$ cat src/rtl/bscan_pkg.sv
package bscan_pkg;

  typedef enum logic [2:0] {
    MODE_FUNC    = 3'd0,
    MODE_SAMPLE  = 3'd1,
    MODE_PRELOAD = 3'd2,
    MODE_EXTEST  = 3'd3,
    MODE_INTEST  = 3'd4,
    MODE_CLAMP   = 3'd5,
    MODE_HIGHZ   = 3'd6
  } bscan_mode_e;

  typedef struct packed {
    logic chain_sel;      // serial path runs through the cells
    logic pad_from_upd;   // pads driven from update stage
    logic core_from_upd;  // core inputs taken from update stage
    logic force_hiz;      // all output enables forced off
  } bscan_ctl_t;

endpackage

$ cat src/rtl/bscan_mode_dec.sv
module bscan_mode_dec
  import bscan_pkg::*;
(
  input  logic [2:0] mode_i,
  output bscan_ctl_t ctl_o
);

  always_comb begin
    ctl_o = '0;
    case (bscan_mode_e'(mode_i))
      MODE_SAMPLE, MODE_PRELOAD: ctl_o.chain_sel = 1'b1;
      MODE_EXTEST: begin
        ctl_o.chain_sel    = 1'b1;
        ctl_o.pad_from_upd = 1'b1;
      end
      MODE_INTEST: begin
        ctl_o.chain_sel     = 1'b1;
        ctl_o.pad_from_upd  = 1'b1;
        ctl_o.core_from_upd = 1'b1;
      end
      MODE_CLAMP:  ctl_o.pad_from_upd = 1'b1;
      MODE_HIGHZ:  ctl_o.force_hiz    = 1'b1;
      default:     ctl_o = '0;
    endcase
  end

endmodule

$ cat src/rtl/bscan_in_cell.sv
module bscan_in_cell (
  input  logic clk,
  input  logic rst,
  input  logic sel_i,
  input  logic cap_i,
  input  logic sh_i,
  input  logic upd_i,
  input  logic pad_i,
  input  logic sin_i,
  output logic sout_o,
  output logic upd_q_o
);

  logic sr_q;
  logic ub_q;

  always_ff @(posedge clk) begin
    if (rst) begin
      sr_q <= 1'b0;
      ub_q <= 1'b0;
    end else if (sel_i) begin
      if (cap_i)     sr_q <= pad_i;
      else if (sh_i) sr_q <= sin_i;
      if (upd_i)     ub_q <= sr_q;
    end
  end

  assign sout_o  = sr_q;
  assign upd_q_o = ub_q;

endmodule

$ cat src/rtl/bscan_out_cell.sv
module bscan_out_cell (
  input  logic clk,
  input  logic rst,
  input  logic sel_i,
  input  logic cap_i,
  input  logic sh_i,
  input  logic upd_i,
  input  logic pad_from_upd_i,
  input  logic force_hiz_i,
  input  logic core_d_i,
  input  logic core_e_i,
  input  logic sin_i,
  output logic mid_o,
  output logic sout_o,
  output logic pad_d_o,
  output logic pad_e_o
);

  logic dat_sr_q, en_sr_q;
  logic dat_ub_q, en_ub_q;

  always_ff @(posedge clk) begin
    if (rst) begin
      dat_sr_q <= 1'b0;
      en_sr_q  <= 1'b0;
      dat_ub_q <= 1'b0;
      en_ub_q  <= 1'b0;
    end else if (sel_i) begin
      if (cap_i) begin
        dat_sr_q <= core_d_i;
        en_sr_q  <= core_e_i;
      end else if (sh_i) begin
        en_sr_q  <= sin_i;
        dat_sr_q <= en_sr_q;
      end
      if (upd_i) begin
        dat_ub_q <= dat_sr_q;
        en_ub_q  <= en_sr_q;
      end
    end
  end

  assign mid_o   = en_sr_q;
  assign sout_o  = dat_sr_q;
  assign pad_d_o = pad_from_upd_i ? dat_ub_q : core_d_i;
  assign pad_e_o = force_hiz_i ? 1'b0 : (pad_from_upd_i ? en_ub_q : core_e_i);

endmodule

$ cat src/rtl/bscan_bypass.sv
module bscan_bypass (
  input  logic clk,
  input  logic rst,
  input  logic sel_i,
  input  logic cap_i,
  input  logic sh_i,
  input  logic tdi_i,
  output logic q_o
);

  logic q;

  always_ff @(posedge clk) begin
    if (rst)                q <= 1'b0;
    else if (sel_i && cap_i) q <= 1'b0;
    else if (sel_i && sh_i)  q <= tdi_i;
  end

  assign q_o = q;

endmodule

$ cat src/rtl/bscan_chain.sv
module bscan_chain
  import bscan_pkg::*;
#(
  parameter int N_IN  = 4,
  parameter int N_OUT = 4
) (
  input  logic             clk,
  input  logic             rst,
  input  logic [2:0]       mode_i,
  input  logic             capture_i,
  input  logic             shift_i,
  input  logic             update_i,
  input  logic             tdi_i,
  output logic             tdo_o,
  input  logic [N_OUT-1:0] core_out_i,
  input  logic [N_OUT-1:0] core_oe_i,
  output logic [N_IN-1:0]  core_in_o,
  input  logic [N_IN-1:0]  pad_in_i,
  output logic [N_OUT-1:0] pad_out_o,
  output logic [N_OUT-1:0] pad_oe_o
);

  localparam int CHAIN_LEN = N_IN + 2 * N_OUT;

  bscan_ctl_t            ctl;
  logic [CHAIN_LEN:0]    link;
  logic [N_IN-1:0]       in_upd;
  logic                  byp_q;

  assign link[CHAIN_LEN] = tdi_i;

  bscan_mode_dec i_dec (
    .mode_i (mode_i),
    .ctl_o  (ctl)
  );

  for (genvar i = 0; i < N_IN; i++) begin : g_in
    bscan_in_cell i_cell (
      .clk     (clk),
      .rst     (rst),
      .sel_i   (ctl.chain_sel),
      .cap_i   (capture_i),
      .sh_i    (shift_i),
      .upd_i   (update_i),
      .pad_i   (pad_in_i[i]),
      .sin_i   (link[i+1]),
      .sout_o  (link[i]),
      .upd_q_o (in_upd[i])
    );
    assign core_in_o[i] = ctl.core_from_upd ? in_upd[i] : pad_in_i[i];
  end

  for (genvar k = 0; k < N_OUT; k++) begin : g_out
    localparam int BASE = N_IN + 2 * k;
    bscan_out_cell i_cell (
      .clk            (clk),
      .rst            (rst),
      .sel_i          (ctl.chain_sel),
      .cap_i          (capture_i),
      .sh_i           (shift_i),
      .upd_i          (update_i),
      .pad_from_upd_i (ctl.pad_from_upd),
      .force_hiz_i    (ctl.force_hiz),
      .core_d_i       (core_out_i[k]),
      .core_e_i       (core_oe_i[k]),
      .sin_i          (link[BASE+2]),
      .mid_o          (link[BASE+1]),
      .sout_o         (link[BASE]),
      .pad_d_o        (pad_out_o[k]),
      .pad_e_o        (pad_oe_o[k])
    );
  end

  bscan_bypass i_byp (
    .clk   (clk),
    .rst   (rst),
    .sel_i (~ctl.chain_sel),
    .cap_i (capture_i),
    .sh_i  (shift_i),
    .tdi_i (tdi_i),
    .q_o   (byp_q)
  );

  assign tdo_o = ctl.chain_sel ? link[0] : byp_q;

endmodule

$ cat config.mk
export PLATFORM = sky130hd
export DESIGN_NAME = bscan_chain
export DESIGN_NICKNAME = d
export VERILOG_FILES = /design/src/rtl/bscan_pkg.sv /design/src/rtl/bscan_mode_dec.sv /design/src/rtl/bscan_in_cell.sv /design/src/rtl/bscan_out_cell.sv /design/src/rtl/bscan_bypass.sv /design/src/rtl/bscan_chain.sv
export SDC_FILE = /design/constraint.sdc
export NUM_CORES = 1
export LEC_CHECK = 0
export BUFFER_PORTS_ARGS = -buffer_cell sky130_fd_sc_hd__buf_2
export CORE_ASPECT_RATIO = 0.8
export CORE_UTILIZATION = 35
export DETAILED_ROUTE_END_ITERATION = 10
export REMOVE_ABC_BUFFERS = 1
export SYNTH_ARGS = -nofsm -noshare
export SYNTH_HDL_FRONTEND = slang
export SYNTH_HIERARCHICAL = 1
export SYNTH_SLANG_ARGS = --single-unit
$ cat constraint.sdc
create_clock -name clk -period 8.2 [get_ports clk]
set_clock_uncertainty 0.2 [all_clocks]
set_input_delay 1.64 -clock clk [delete_from_list [all_inputs] [get_ports clk]]
set_output_delay 1.64 -clock clk [all_outputs]
set_load 0.03 [all_outputs]
==> results.json, run 1 <==
{
  "highest_layer": "met4",
  "grtUsageTotal_pct": 16.2,
  "drt_iter0_markers": 58,
  "leakage_uw": 0.000650,
  "placed_area_um2": 1510,
  "dieArea_um2": 3890,
  "arrival_ns": 3.27,
  "status": "finished, final reports clean",
  "cts_max_path_buffers": 2,
  "htreeDepth": 1,
  "grt_pass1_vias": 1091,
  "synthCells": 145,
  "design_area_um2": 1550,
  "maxCapViolations": 0,
  "placedCellCount": 221,
  "finalMaxSlewViolations": 0,
  "synth_cell_types": 20,
  "grt_max_degree": 39,
  "die_w_um": 69.4,
  "setup_viol": 0,
  "internal_power_uw": 191,
  "gp_congestion": 0.754,
  "synth_edf_count": 0,
  "setup.worst_path.start_class": "input port",
  "whs_path_depth": 2,
  "viasPerCell": 5.35,
  "regArea_um2": 500,
  "path_clk_slew_ns": 0.08,
  "hold_buffers": 0,
  "antenna_found_initial": 0,
  "post_cts_buffers": 0,
  "fin_crit_sh_pct": 62.3,
  "cts-root-buf": "clkbuf_8",
  "diodes": 0,
  "final.min_clock_period_ns": 5.11,
  "fillerInstances": 354,
  "synth_top_flop_cell": "dfxtp_1",
  "synth-seq-area-share_pct": 39.3,
  "routed-wl-met2_um": 1260,
  "layout-drive-gt1-share_pct": 28.4,
  "drc_errors": 0,
  "drt-met1-wl_um": 1430,
  "syn_to_final_growth_pct": 21.8,
  "cp.required_ns": 6.36,
  "dr_wl_met3_um": 212,
  "switching_share_pct": 30.4,
  "power_uw": 275,
  "wl_per_cell_um": 13.1,
  "cts_resized": 0,
  "via_count": 1204,
  "overflow": 0,
  "clk_latency_ns": 0.26,
  "synth_top_cell_by_area": "dfxtp_1",
  "cts_made_buffers": 3,
  "hold_class": "flop to flop",
  "ant_nets": 0,
  "pwr-share-clk_pct": 25.9,
  "multi_input_area_um2": 777,
  "rr_worst_depth": 2,
  "fin_cells": 225,
  "p_sw_uw": 83.6,
  "die_height_um": 56.0,
  "fmax_mhz": 196,
  "synth_common_cells": "dfxtp_1, nand2_1, nor2_1",
  "rsz0062_at_grt": "false",
  "finalHoldViolCount": 0,
  "firstDrtPassIters": 4,
  "clkSinkCount": 25,
  "path_class": "input port to primary output",
  "async_reset_ff_share_pct": 0,
  "yosys-top-cells-area": "dfxtp_1, mux2i_1, mux2_2, nand2_1, nor2_1",
  "peakVddDrop_mv": 0.106,
  "coreArea_um2": 3450,
  "seq_power_share_pct": 49.5,
  "end_kind": "primary output",
  "io_pins": 34,
  "rows": 19,
  "synth_top_area_share_pct": 39.3,
  "grt_first_pass_wirelength_um": 4960,
  "cts_tree": "yes",
  "worst_slew_pin_slew_ns": 1.08,
  "portBuffers": 33,
  "final_nets": 205,
  "syn_area_um2": 1270,
  "critPathMaxFanout": 8,
  "powerDensity_nw_per_um2": 177,
  "fin_hold_ws_ns": 0.258,
  "slew_headroom_pct": 25.9,
  "place_hpwl_um": 2040,
  "avgSynthCellArea_um2": 8.78,
  "drt_wl_total_um": 2940,
  "yosysWarnings": 6,
  "reg2reg_slack_ns": 7.11,
  "p_comb_share_pct": 24.6,
  "initial_core_util_pct": 37.0,
  "synth-seq-cells": 25,
  "final.setup.tns_ns": 0
}
## critical path, stage by stage
cell and delay (ns):
buf_2 0.14, mux2i_1 0.90, mux2_2 0.42, buf_2 0.17
## cells in the final DEF (no fill, tap or decap), drive strengths merged
cell type  instances
inv                1
buf               34
clkbuf             4
o32ai              4
dfxtp             25
o2bb2ai            1
o21ai              1
nand4b             1
mux2i             13
a211oi             8
o21a               4
and4bb             4
and3b              1
nand2             25
nand3             12
nor2b              1
xnor2              1
a21oi             12
nor2              17
mux2               9
nor3b              1
nor4               4
## registers in the layout (all words and copies together), names as in the netlist
signal,cells
g_out.i_cell/mid_o,4
g_out.i_cell/en_ub_q,4
g_in.i_cell/sout_o,4
g_out.i_cell/sout_o,4
g_in.i_cell/upd_q_o,4
g_out.i_cell/dat_ub_q,4
i_byp/q_o,1
## cell families after synthesis
kind of cell | Yosys count | synth area share [%]
mux | 22 | 18.2
simple gates | 66 | 25.5
flops | 25 | 39.3
xor+xnor | 1 | 0.688
buf+inv | 1 | 0.294
compound gates | 30 | 16.0
## layer usage
metal / GRT usage (%) / vias to the layer above
met5: 0 / -
met4: 6.12 / 0
met3: 4.71 / 5
met2: 25.5 / 37
met1: 21.1 / 544
li1: - / 618
## stage by stage
stage / setup slack, ns / util (%)
floorplan: 2.74 / -
global placement: 3.15 / 43.7
detailed placement: 3.10 / 43.7
CTS: 3.09 / 45.0
global route: 3.04 / 45.0
finish: 3.09 / 45.0
## worst paths after layout
kind / to / start
max reg2reg: g_in[1].i_cell/sout_o / g_in[2].i_cell/sout_o
max: pad_out_o[2] / mode_i[2]
min reg2reg: g_in[3].i_cell/upd_q_o / g_in[3].i_cell/upd_q_o
min: g_in[3].i_cell/upd_q_o / g_in[3].i_cell/upd_q_o
## cell type report
| class | count | area share (%) |
|---|---|---|
| Multi-Input combinational cell | 119 | 50.1 |
| Sequential cell | 25 | 32.3 |
| Inverter | 1 | 0.242 |
| Tap cell | 42 | 3.39 |
| Clock buffer | 4 | 2.90 |
| Timing Repair Buffer | 34 | 11.1 |
## power groups by stage
stage	logic, uW	registers, uW	clock network (uW)
floorplan	45.3	137	0
global placement	66.2	138	0
detailed placement	67.7	139	0
CTS	68.0	136	76.3
global route	74.5	137	80.2
finish	67.6	136	71.3
Note: power is estimated with default switching activity, not from simulation.
==> run 2, diff against run 1 <==
--- a/config.mk
+++ b/config.mk
@@ -5,6 +5,7 @@
 export SDC_FILE = /design/constraint.sdc
 export NUM_CORES = 1
 export LEC_CHECK = 0
+export ABC_AREA = 1
 export BUFFER_PORTS_ARGS = -buffer_cell sky130_fd_sc_hd__buf_2
 export CORE_ASPECT_RATIO = 0.8
 export CORE_UTILIZATION = 35
==> constraint.sdc (replaced) <==
create_clock -name clk -period 4.7 [get_ports clk]
set_clock_uncertainty 0.2 [all_clocks]
set_input_delay 0.94 -clock clk [delete_from_list [all_inputs] [get_ports clk]]
set_output_delay 0.94 -clock clk [all_outputs]
set_load 0.03 [all_outputs]
==> run 2 against run 1 <==
  * Flip-flop and latch count stayed put
  * Register-to-register slack worse by 3.4 ns
  * Routed wire length rose by 6.8%
  * Sequential share of layout area fell by 2.7 points
  * Die area rose by 10%
  * Largest cell class unchanged
  * Highest routed layer unchanged
==> results.json, run 2 <==
{
  "status": "finished, final reports clean",
  "synthXorXnorAreaFrac_pct": 0,
  "gp_congestion": 0.770,
  "fmax_mhz": 325,
  "hold_class": "flop to flop",
  "final_cell_mix": "nand2_1, nor2_1, inv_1, buf_2, dfxtp_1",
  "clkSinkCount": 25,
  "fin_crit_sh_pct": 65.5,
  "synth_top_family_by_area": "simple AND/OR/NAND/NOR gates",
  "initial_core_util_pct": 36.8,
  "path_clk_slew_ns": 0.08,
  "ant_nets": 0,
  "synth_mux_area_share_pct": 0,
  "synth_top_flop_cell": "dfxtp_1",
  "peakVddDrop_mv": 0.156,
  "whs_path_depth": 2,
  "drc_errors": 0,
  "worst_slew_pin_slew_ns": 0.564,
  "path_class": "input port to primary output",
  "syn_to_final_growth_pct": 20.4,
  "r2r_start": "g_out[2].i_cell/sout_o",
  "cts_max_path_buffers": 2,
  "yosys.area_share.simple_pct": 38.4,
  "finalMaxSlewViolations": 0,
  "final_nets": 304,
  "synth_compound_area_share_pct": 14.8,
  "synth-seq-area-share_pct": 35.6,
  "antenna_found_initial": 0,
  "final_core_util_pct": 44.2,
  "avgSynthCellArea_um2": 5.77,
  "synth_edf_count": 0,
  "cp.required_ns": 3.56,
  "firstDrtPassIters": 4,
  "rows": 20,
  "yosysMostFrequentCell": "nand2_1",
  "clk_latency_ns": 0.27,
  "end_kind": "primary output",
  "setup.worst_path.start_class": "input port",
  "synth_top_area_share_pct": 35.6,
  "place_hpwl_um": 2300,
  "grt_first_pass_wirelength_um": 5330,
  "coreArea_um2": 3830,
  "cts_made_buffers": 3,
  "yosys-top-cells-area": "dfxtp_1, nand2_1, nor2_1, inv_1, o21ai_0",
  "final.setup.tns_ns": 0,
  "syn_area_um2": 1410,
  "rr_worst_depth": 4,
  "dieArea_um2": 4280,
  "final_common_cell": "nand2_1",
  "synth_cell_types": 13,
  "die_w_um": 72.9,
  "grt_max_degree": 34,
  "wl_per_cell_um": 9.33,
  "arrival_ns": 1.94,
  "async_reset_ff_share_pct": 0,
  "post_cts_buffers": 0,
  "portBuffers": 33,
  "r2r_end": "g_out[1].i_cell/mid_o",
  "synth-seq-cells": 25,
  "fillerInstances": 443,
  "hold_buffers": 0,
  "setup_viol": 0,
  "viasPerCell": 4.35,
  "cts-root-buf": "clkbuf_8",
  "finalHoldViolCount": 0,
  "synthCells": 244,
  "dp_slack_ns": 1.62,
  "holdPathEnd": "g_in[2].i_cell/upd_q_o",
  "io_pins": 34,
  "powerDensity_nw_per_um2": 288,
  "grtUsageTotal_pct": 16.2,
  "grt_pass1_vias": 1204,
  "worst_slack_ns": 1.62,
  "rsz0062_at_grt": "false",
  "synthAdderAreaFrac_pct": 0,
  "overflow": 0,
  "drt_iter0_markers": 62,
  "via_count": 1467,
  "synth_common_cells": "nand2_1, nor2_1, inv_1",
  "cts_tree": "yes",
  "reg2reg_slack_ns": 3.72,
  "power_uw": 488,
  "layout-drive-gt1-share_pct": 16.3,
  "fin_cells": 337,
  "synth_top_cell_by_area": "dfxtp_1",
  "cts_resized": 0,
  "die_height_um": 58.7,
  "htreeDepth": 1,
  "leakage_uw": 0.000909,
  "maxCapViolations": 0,
  "placedCellCount": 333,
  "drt_wl_total_um": 3140,
  "yosysWarnings": 6,
  "critPathMaxFanout": 22,
  "slew_headroom_pct": 62.4,
  "worstHoldStart": "g_in[2].i_cell/upd_q_o",
  "final.min_clock_period_ns": 3.08,
  "diodes": 0
}
-- run 2: cell types whose count changed after synthesis, sizes merged, moves of 6 or more --
cell,before,now
nand3,12,6
o21ai,1,29
mux2i,13,0
inv,1,42
nand2,25,91
a211oi,8,0
mux2,9,0
nor2,17,41
-- run 2: logic make-up after synthesis --
group,Yosys count
simple gates,139
buf+inv,42
compound gates,38
flops,25
-- run 2: metal layers --
| layer | wire, um | share of wire (%) | track usage, % | vias to the layer above |
|---|---|---|---|---|
| li1 | - | - | - | 813 |
| met1 | 1700 | 54 | 22.8 | 623 |
| met2 | 1290 | 41 | 25.5 | 29 |
| met3 | 140 | 4.5 | 4.45 | 2 |
| met4 | 16 | 0.51 | 2.52 | 0 |
| met5 | 0 | 0 | 0 | - |
-- run 2: worst max-delay path: stages --
cell and delay (ns):
buf_2 0.12, o21ai_0 0.16, nand2_1 0.07, buf_4 0.21, inv_1 0.14, nand2_1 0.06
nand2_1 0.05, buf_2 0.18
-- run 2: report_power, final --
| part | switching, uW | internal [uW] |
|---|---|---|
| clock network | 67.1 | 60.6 |
| registers | 9.18 | 228 |
| logic | 82.4 | 40.9 |
-- run 2: worst max path at each step --
stage,from,end,slack [ns],cells after the start
2_1_floorplan,mode_i[1],tdo_o,1.63,6
3_3_place_gp,mode_i[1],tdo_o,1.63,8
3_5_place_dp,mode_i[1],tdo_o,1.62,8
4_1_cts,mode_i[1],tdo_o,1.61,8
5_1_grt,mode_i[2],pad_oe_o[0],1.50,7
6_report,mode_i[1],tdo_o,1.62,8
-- run 2: layout make-up --
type                    instances  area, um^2  area share (%)
repair buffers                 34         173            10.2
inverters                      42         158            9.31
well taps                      55        68.8            4.06
clock buffers                   4        45.0            2.66
multi-input cells             177         749            44.2
flip-flops and latches         25         500            29.5
-- run 2: per-stage QoR --
step / area, um^2 / hold WS [ns]
floorplan: 1410 / 0.233
global placement: 1650 / 0.251
detailed placement: 1650 / 0.254
CTS: 1690 / 0.266
global route: 1690 / 0.297
finish: 1690 / 0.267
==> run 3, diff against run 2 <==
==> constraint.sdc (replaced) <==
create_clock -name clk -period 2.93 [get_ports clk]
set_clock_uncertainty 0.2 [all_clocks]
set_input_delay 0.586 -clock clk [delete_from_list [all_inputs] [get_ports clk]]
set_output_delay 0.586 -clock clk [all_outputs]
set_load 0.03 [all_outputs]
==> run 3 against run 2 <==
  * Register-to-register slack lost 1.8 ns
  * First-iteration DRC count grew 47%
  * Routed wire length grew 0.25%
  * Core utilization is essentially flat
  * Non-clock buffer count is the same
  * Design area is essentially flat
  * Clock power grew 60%
  * Final cell count is the same
  * Die area is the same
==> results.json, run 3 (synthesis results as in run 2) <==
{
  "status": "finished, final reports clean",
  "post_cts_buffers": 0,
  "finalMaxSlewViolations": 0,
  "placedCellCount": 333,
  "final_common_cell": "nand2_1",
  "seq_power_share_pct": 48.6,
  "critPathMaxFanout": 12,
  "setup_viol": 0,
  "die_height_um": 58.7,
  "worst_slack_ns": 0.549,
  "syn_to_final_growth_pct": 20.4,
  "finalHoldViolCount": 0,
  "overflow": 0,
  "rows": 20,
  "fmax_mhz": 420,
  "p_comb_share_pct": 25.2,
  "maxCapViolations": 0,
  "cts_resized": 0,
  "grt_max_degree": 34,
  "initial_core_util_pct": 36.8,
  "fin_hold_ws_ns": 0.264,
  "place_hpwl_um": 2300,
  "end_kind": "primary output",
  "antenna_found_initial": 0,
  "setup.worst_path.start_class": "input port",
  "layout-drive-gt1-share_pct": 16.7,
  "fin_crit_sh_pct": 81.3,
  "powerDensity_nw_per_um2": 462,
  "switching_share_pct": 32.8,
  "arrival_ns": 1.59,
  "fillerInstances": 417,
  "ant_nets": 0,
  "gp_congestion": 0.782,
  "pwr-share-clk_pct": 26.2,
  "path_clk_slew_ns": 0.08,
  "p_sw_uw": 257,
  "die_w_um": 72.9,
  "cts_made_buffers": 3,
  "drc_errors": 0,
  "slew_headroom_pct": 61.9,
  "hold_class": "flop to flop",
  "final_cell_mix": "nand2_1, nor2_1, inv_1, buf_2, dfxtp_1",
  "clk_latency_ns": 0.27,
  "grt_pass1_vias": 1238,
  "cts_max_path_buffers": 2,
  "drt_iter0_markers": 91,
  "grtUsageTotal_pct": 16.3,
  "cp.required_ns": 2.14,
  "clkSinkCount": 25,
  "wl_per_cell_um": 9.35,
  "drt_wl_total_um": 3150,
  "leakage_uw": 0.000912,
  "final.setup.tns_ns": 0,
  "final_nets": 304,
  "peakVddDrop_mv": 0.273,
  "via_count": 1461,
  "io_pins": 34,
  "portBuffers": 33,
  "fin_cells": 337,
  "worst_slew_pin_slew_ns": 0.571,
  "cts-root-buf": "clkbuf_8",
  "grt_first_pass_wirelength_um": 5340,
  "path_class": "input port to primary output",
  "coreArea_um2": 3830,
  "firstDrtPassIters": 5,
  "final.min_clock_period_ns": 2.38,
  "diodes": 0,
  "htreeDepth": 1,
  "hold_buffers": 0,
  "cts_tree": "yes",
  "viasPerCell": 4.34,
  "internal_power_uw": 526,
  "rsz0062_at_grt": "false",
  "dp_slack_ns": 0.542,
  "dieArea_um2": 4280
}
## run 3: cell count changes in the layout (fill, tap and decap cells not counted), sizes merged
| cell | before | now |
|---|---|---|
| clkbuf | 4 | 3 |
| clkinv | 0 | 1 |
## run 3: area by class of cell
type / count / area (um^2) / share of cell area, %
tap: 55 / 68.8 / 4.06
timing repair buffer: 34 / 173 / 10.2
multi-input combinational: 177 / 749 / 44.2
clock inverter: 1 / 5.00 / 0.295
sequential: 25 / 500 / 29.5
clock buffer: 3 / 41.3 / 2.44
inverter: 42 / 158 / 9.30
## run 3: metal layers
metal | global-route usage [%] | share of wire [%] | up-vias
met3 | 4.11 | 5.0 | 2
li1 | - | - | 812
met5 | 0 | 0 | -
met1 | 23.0 | 53 | 606
met4 | 2.52 | 0.51 | 0
met2 | 25.8 | 41 | 41
## run 3: worst paths after layout
path	startpoint	depth (start not counted)	end	slack [ns]
worst max-delay path	mode_i[1]	7	pad_oe_o[0]	0.55
worst min-delay path	g_in[0].i_cell/upd_q_o	2	g_in[0].i_cell/upd_q_o	0.26
worst max register to register	g_out[2].i_cell/sout_o	4	g_out[1].i_cell/mid_o	1.95
worst min register to register	g_in[0].i_cell/upd_q_o	2	g_in[0].i_cell/upd_q_o	0.26
## run 3: worst max-delay path, stage by stage
cell and delay (ns):
buf_2 0.12, inv_1 0.08, nand2_1 0.06, nand2_1 0.29
nand2_1 0.10, a21oi_1 0.14, buf_2 0.21
## run 3: power by group through the flow
stage | registers (uW) | clock network [uW] | logic, uW
6_report | 380 | 205 | 198
3_5_place_dp | 388 | 0 | 198
4_1_cts | 380 | 213 | 199
3_3_place_gp | 388 | 0 | 197
2_1_floorplan | 384 | 0 | 136
5_1_grt | 385 | 229 | 226
## run 3: metrics by stage
stage / total power (uW) / utilization, % / instance area, um^2
finish: 783 / 44.3 / 1700
global placement: 585 / 43.1 / 1650
floorplan: 520 / - / 1410
CTS: 792 / 44.3 / 1700
detailed placement: 586 / 43.1 / 1650
global route: 840 / 44.3 / 1700
